==> src/rtl/irq_pkg.sv <==
package irq_pkg;
  localparam int NUM_SRC  = 3;
  localparam int SRC_TMR  = 0;
  localparam int SRC_PORT = 1;
  localparam int SRC_EXT  = 2;

  typedef enum logic {PWR_RUN = 1'b0, PWR_SLEEP = 1'b1} pwr_state_t;
endpackage

==> src/rtl/irq_ext_edge.sv <==
module irq_ext_edge #(
  parameter int STAGES = 2
) (
  input  logic clk,
  input  logic rst_n,
  input  logic soft_rst,
  input  logic pin_i,
  output logic fall_o
);
  logic [STAGES-1:0] sync_q;
  logic              last_q;

  always_ff @(posedge clk or negedge rst_n) begin
    if (!rst_n) begin
      sync_q <= '1;
      last_q <= 1'b1;
    end else if (soft_rst) begin
      sync_q <= '1;
      last_q <= 1'b1;
    end else begin
      sync_q <= {sync_q[STAGES-2:0], pin_i};
      last_q <= sync_q[STAGES-1];
    end
  end

  assign fall_o = last_q & ~sync_q[STAGES-1];
endmodule

==> src/rtl/irq_flag_bank.sv <==
module irq_flag_bank #(
  parameter int N = 3
) (
  input  logic         clk,
  input  logic         rst_n,
  input  logic         soft_rst,
  input  logic [N-1:0] set_i,
  input  logic         wr_en,
  input  logic [N-1:0] wr_keep,
  output logic [N-1:0] flags_o
);
  for (genvar i = 0; i < N; i++) begin : g_flag
    always_ff @(posedge clk or negedge rst_n) begin
      if (!rst_n)                    flags_o[i] <= 1'b0;
      else if (soft_rst)             flags_o[i] <= 1'b0;
      else if (set_i[i])             flags_o[i] <= 1'b1;
      else if (wr_en && !wr_keep[i]) flags_o[i] <= 1'b0;
    end
  end
endmodule

==> src/rtl/irq_power_ctl.sv <==
module irq_power_ctl
  import irq_pkg::*;
(
  input  logic clk,
  input  logic rst_n,
  input  logic soft_rst,
  input  logic sleep_enter,
  input  logic pending,
  input  logic gie,
  output logic asleep_o,
  output logic wake_o,
  output logic resume_vec_o
);
  pwr_state_t state_q;

  always_ff @(posedge clk or negedge rst_n) begin
    if (!rst_n) begin
      state_q      <= PWR_RUN;
      wake_o       <= 1'b0;
      resume_vec_o <= 1'b0;
    end else if (soft_rst) begin
      state_q      <= PWR_RUN;
      wake_o       <= 1'b0;
      resume_vec_o <= 1'b0;
    end else begin
      wake_o <= 1'b0;
      unique case (state_q)
        PWR_RUN: if (sleep_enter) begin
          state_q      <= PWR_SLEEP;
          resume_vec_o <= gie;
        end
        PWR_SLEEP: if (pending) begin
          state_q <= PWR_RUN;
          wake_o  <= 1'b1;
        end
        default: state_q <= PWR_RUN;
      endcase
    end
  end

  assign asleep_o = (state_q == PWR_SLEEP);
endmodule

==> src/rtl/irq_wake_ctrl.sv <==
module irq_wake_ctrl
  import irq_pkg::*;
#(
  parameter int          REG_W     = 8,
  parameter int          PC_W      = 10,
  parameter int          SYNC_STG  = 2,
  parameter logic [9:0]  VEC_ADDR  = 10'h008
) (
  input  logic             clk,
  input  logic             rst_n,
  input  logic             wdt_rst,
  input  logic             tmr_ovf_evt,
  input  logic             port_chg_evt,
  input  logic             ext_pin,
  input  logic             flag_wr_en,
  input  logic [REG_W-1:0] flag_wr_data,
  input  logic             mask_wr_en,
  input  logic [REG_W-1:0] mask_wr_data,
  output logic [REG_W-1:0] flag_rd_data,
  output logic [REG_W-1:0] mask_rd_data,
  input  logic             gie_set,
  input  logic             gie_clr,
  input  logic             irq_take,
  output logic             irq_req,
  output logic [PC_W-1:0]  irq_vector,
  input  logic             sleep_enter,
  output logic             asleep_o,
  output logic             wake_o,
  output logic             resume_to_vector
);
  localparam int PAD_W = REG_W - NUM_SRC;

  logic               ext_fall;
  logic [NUM_SRC-1:0] set_vec;
  logic [NUM_SRC-1:0] flags_q;
  logic [NUM_SRC-1:0] mask_q;
  logic [NUM_SRC-1:0] enabled;
  logic               gie_q;
  logic               pending;

  irq_ext_edge #(.STAGES(SYNC_STG)) u_edge (
    .clk(clk), .rst_n(rst_n), .soft_rst(wdt_rst),
    .pin_i(ext_pin), .fall_o(ext_fall)
  );

  always_comb begin
    set_vec           = '0;
    set_vec[SRC_TMR]  = tmr_ovf_evt;
    set_vec[SRC_PORT] = port_chg_evt;
    set_vec[SRC_EXT]  = ext_fall;
  end

  irq_flag_bank #(.N(NUM_SRC)) u_flags (
    .clk(clk), .rst_n(rst_n), .soft_rst(wdt_rst),
    .set_i(set_vec), .wr_en(flag_wr_en),
    .wr_keep(flag_wr_data[NUM_SRC-1:0]), .flags_o(flags_q)
  );

  always_ff @(posedge clk or negedge rst_n) begin
    if (!rst_n) begin
      mask_q <= '0;
      gie_q  <= 1'b0;
    end else if (wdt_rst) begin
      mask_q <= '0;
      gie_q  <= 1'b0;
    end else begin
      if (mask_wr_en) mask_q <= mask_wr_data[NUM_SRC-1:0];
      if (gie_clr || irq_take) gie_q <= 1'b0;
      else if (gie_set)        gie_q <= 1'b1;
    end
  end

  assign enabled      = flags_q & mask_q;
  assign pending      = |enabled;
  assign flag_rd_data = {{PAD_W{1'b0}}, enabled};
  assign mask_rd_data = {{PAD_W{1'b0}}, mask_q};
  assign irq_req      = gie_q & pending;
  assign irq_vector   = VEC_ADDR[PC_W-1:0];

  irq_power_ctl u_pwr (
    .clk(clk), .rst_n(rst_n), .soft_rst(wdt_rst),
    .sleep_enter(sleep_enter), .pending(pending), .gie(gie_q),
    .asleep_o(asleep_o), .wake_o(wake_o), .resume_vec_o(resume_to_vector)
  );
endmodule

==> config.mk <==
export PLATFORM = sky130hd
export DESIGN_NAME = irq_wake_ctrl
export DESIGN_NICKNAME = d
export VERILOG_FILES = /design/src/rtl/irq_pkg.sv /design/src/rtl/irq_ext_edge.sv /design/src/rtl/irq_flag_bank.sv /design/src/rtl/irq_power_ctl.sv /design/src/rtl/irq_wake_ctrl.sv
export SDC_FILE = /design/constraint.sdc
export NUM_CORES = 1
export LEC_CHECK = 0
export BUFFER_PORTS_ARGS = -buffer_cell sky130_fd_sc_hd__buf_4
export CORE_MARGIN = 2
export CORE_UTILIZATION = 37
export CTS_CLUSTER_SIZE = 8
export DETAILED_ROUTE_END_ITERATION = 7
export PLACE_DENSITY = 0.77
export SLEW_MARGIN = 20
export SYNTH_ARGS = -nofsm -noshare
export SYNTH_HDL_FRONTEND = slang
export SYNTH_HIERARCHICAL = 1
export SYNTH_SLANG_ARGS = --single-unit
==> constraint.sdc <==
create_clock -name clk -period 1.8 [get_ports clk]
set_clock_uncertainty 0.2 [all_clocks]
set_input_delay 0.09 -clock clk [delete_from_list [all_inputs] [get_ports clk]]
set_output_delay 0.09 -clock clk [all_outputs]
set_load 0.005 [all_outputs]
==> flow_summary.ini <==
[status]
status = finished clean

[layout]
nNetsFinal = 148
layout-drive-gt1-share_pct = 34.5
n_antenna_cell = 0
area_growth_pct = 53.5
fill_cells = 166

[clock_tree]
clk_pin_slew_ns = 0.08
clk_latency_ns = 0.27
post_cts_buffers = 0
clock-root-buffer = clkbuf_4
cts_made_buffers = 3
clock-sinks = 13
clockBufferDepth = 2
cts_max_level = 1
cts_tree = yes

[sta]
whs_ns = 0.311
finalHoldViolations = 0
fin_crit_ns = 1.72
grt_setup_unrepaired = no
finalMaxSlewViolations = 0
fin_crit_sh_pct = 95.4
finalSetupViolations = 0
max_freq_ghz = 0.582
tns_ns = 0

[floorplanning]
rows = 16
initial_core_util_pct = 38.4
die_h_um = 48.4
die_x_um = 48.4
design.die.area_um2 = 2340
core_area_um2 = 1900
boundaryPins = 58

[job]
maxCapViolations = 0

[detailed_routing]
via_per_inst = 4.17
drtPass1Iterations = 4
drc = 0
initialDrtViolationCount = 7
wl_per_cell_um = 11.2
wl_mm = 1.64
vias = 609
ant_nets = 0

[power_and_ir_drop]
p_leak_uw = 0.000572
ir_drop_mv = 0.341
p_per_area_nw_per_um2 = 567

[synthesis]
yosys-top-cells-count = buf_4 (20), dfrtp_1 (10), nor2_1 (9)
synth_edf_count = 0
ys_types = 20
syn_area_um2 = 729
synthFlopType = dfrtp_1
syn_avg_cell_area_um2 = 10.4
ys_seq_area_share_pct = 45.1
yosysMostFrequentCell = buf_4
yosysWarningCount = 6
synth_async_sr_flop_share_pct = 100
synth_top_area_share_pct = 34.3
synthCells = 70
synth-seq-cells = 13
yosys.area.top_type = dfrtp_1
yosys-top-cells-area = dfrtp_1 (34%), buf_4 (21%), dfstp_2 (11%)

[grt]
grt_pass1_vias = 596
gr-total-overflow = 0
antenna_found_initial = 0
grt_pass1_wl_mm = 2.69
grt_max_degree = 15
gr-usage-all-layers_pct = 15.0

[placement]
gp_congestion = 0.782
dpl.hpwl_um = 987
io_buffers = 27

[worst_setup_path]
critPathArrivalTime_ns = 1.71
crit_fanout = 2
crit_required_ns = 1.79
critPathKind = register to register
end_kind = register
start_kind = register

[worst_hold_path]
worst_hold_path_type = input port to register
[worst paths after layout]
check | from | to | slack, ns | cells after the start
max | u_edge/last_q | u_flags/flags_o[2] | 0.08 | 4
min | irq_take | gie_q | 0.31 | 3
max reg2reg | u_edge/last_q | u_flags/flags_o[2] | 0.08 | 4
min reg2reg | u_pwr/resume_vec_o | u_pwr/resume_vec_o | 0.35 | 2
max in group asynchronous | rst_n | u_pwr/wake_o | 0.38 | 4
min in group asynchronous | rst_n | mask_q[0] | 0.54 | 3
[critical path, stage by stage, from the launching register on]
cell	delay (ns)
dfstp_2	0.52
nor2b_4	0.15
nor3b_2	0.05
dlygate4sd3_1	0.56
nor3_2	0.16
[report_power, final]
part | switching [uW] | internal, uW | total, uW
logic | 52.3 | 82.7 | 135
clock network | 95.1 | 85.8 | 181
registers | 11.3 | 307 | 319
[per-stage QoR]
step | instance area (um^2) | std cells | util [%] | setup WS (ns) | total power (uW)
2_1_floorplan | 797 | 88 | - | 0.493 | 390
3_3_place_gp | 883 | 122 | 46.4 | 0.366 | 415
3_5_place_dp | 883 | 122 | 46.4 | 0.325 | 418
4_1_cts | 1110 | 146 | 58.4 | 0.0273 | 634
5_1_grt | 1120 | 146 | 58.9 | 0.00857 | 676
6_report | 1120 | 146 | 58.9 | 0.0822 | 635
[cells by family after synthesis]
family / Yosys count / share of synthesized area, %
AND/OR/NAND/NOR: 28 / 25.6
buffers and inverters: 21 / 21.1
flip-flops: 13 / 45.1
AO/OA/AOI/OAI: 3 / 3.09
multiplexers: 3 / 4.12
other: 2 / 1.03
[flip-flops by register name, indices dropped and copies added, names as in the netlist]
name                cells
gie_q                   1
u_pwr/asleep_o          1
u_pwr/resume_vec_o      1
u_flags/flags_o         3
u_edge/last_q           1
u_pwr/wake_o            1
u_edge/sync_q           2
mask_q                  3
[timing repair]
item	CTS	global route
hold endpoints to repair	26	0
gates resized for setup	0	3
hold buffers	20	0
setup endpoints to repair	0	5
[routing by layer]
metal	vias up	part of all wire (%)	track usage (%)	wire (um)
li1	289	-	-	-
met1	284	40	15.8	658
met2	36	52	27.3	845
met3	0	8.2	5.56	134
met4	0	0	5.71	0
met5	-	0	0	0
[area by class of cell]
class / instances / area, um^2 / area share [%]
flip-flops and latches: 13 / 329 / 29.4
repair buffers: 47 / 405 / 36.2
inverters: 1 / 3.75 / 0.335
clock buffers: 4 / 26.3 / 2.35
well taps: 27 / 33.8 / 3.02
multi-input cells: 54 / 322 / 28.7
[cells in the final DEF, fill, tap and decap left out]
master	count
buf_4	27
and2_1	2
nor2b_1	2
o21ai_1	1
or2_1	3
dfrtp_1	10
nand2_1	1
nand2b_1	1
dlymetal6s4s_1	1
nor3b_2	3
and2_2	1
nor3_2	3
dfstp_2	3
inv_1	1
clkbuf_1	1
nor2b_4	1
nand4bb_1	1
a222oi_1	1
mux2i_1	3
nor4_1	1
nor2_1	9
dlygate4sd3_1	19
conb_1	20
a211oi_1	1
clkbuf_4	3
Note: power is estimated with default switching activity, not from simulation.
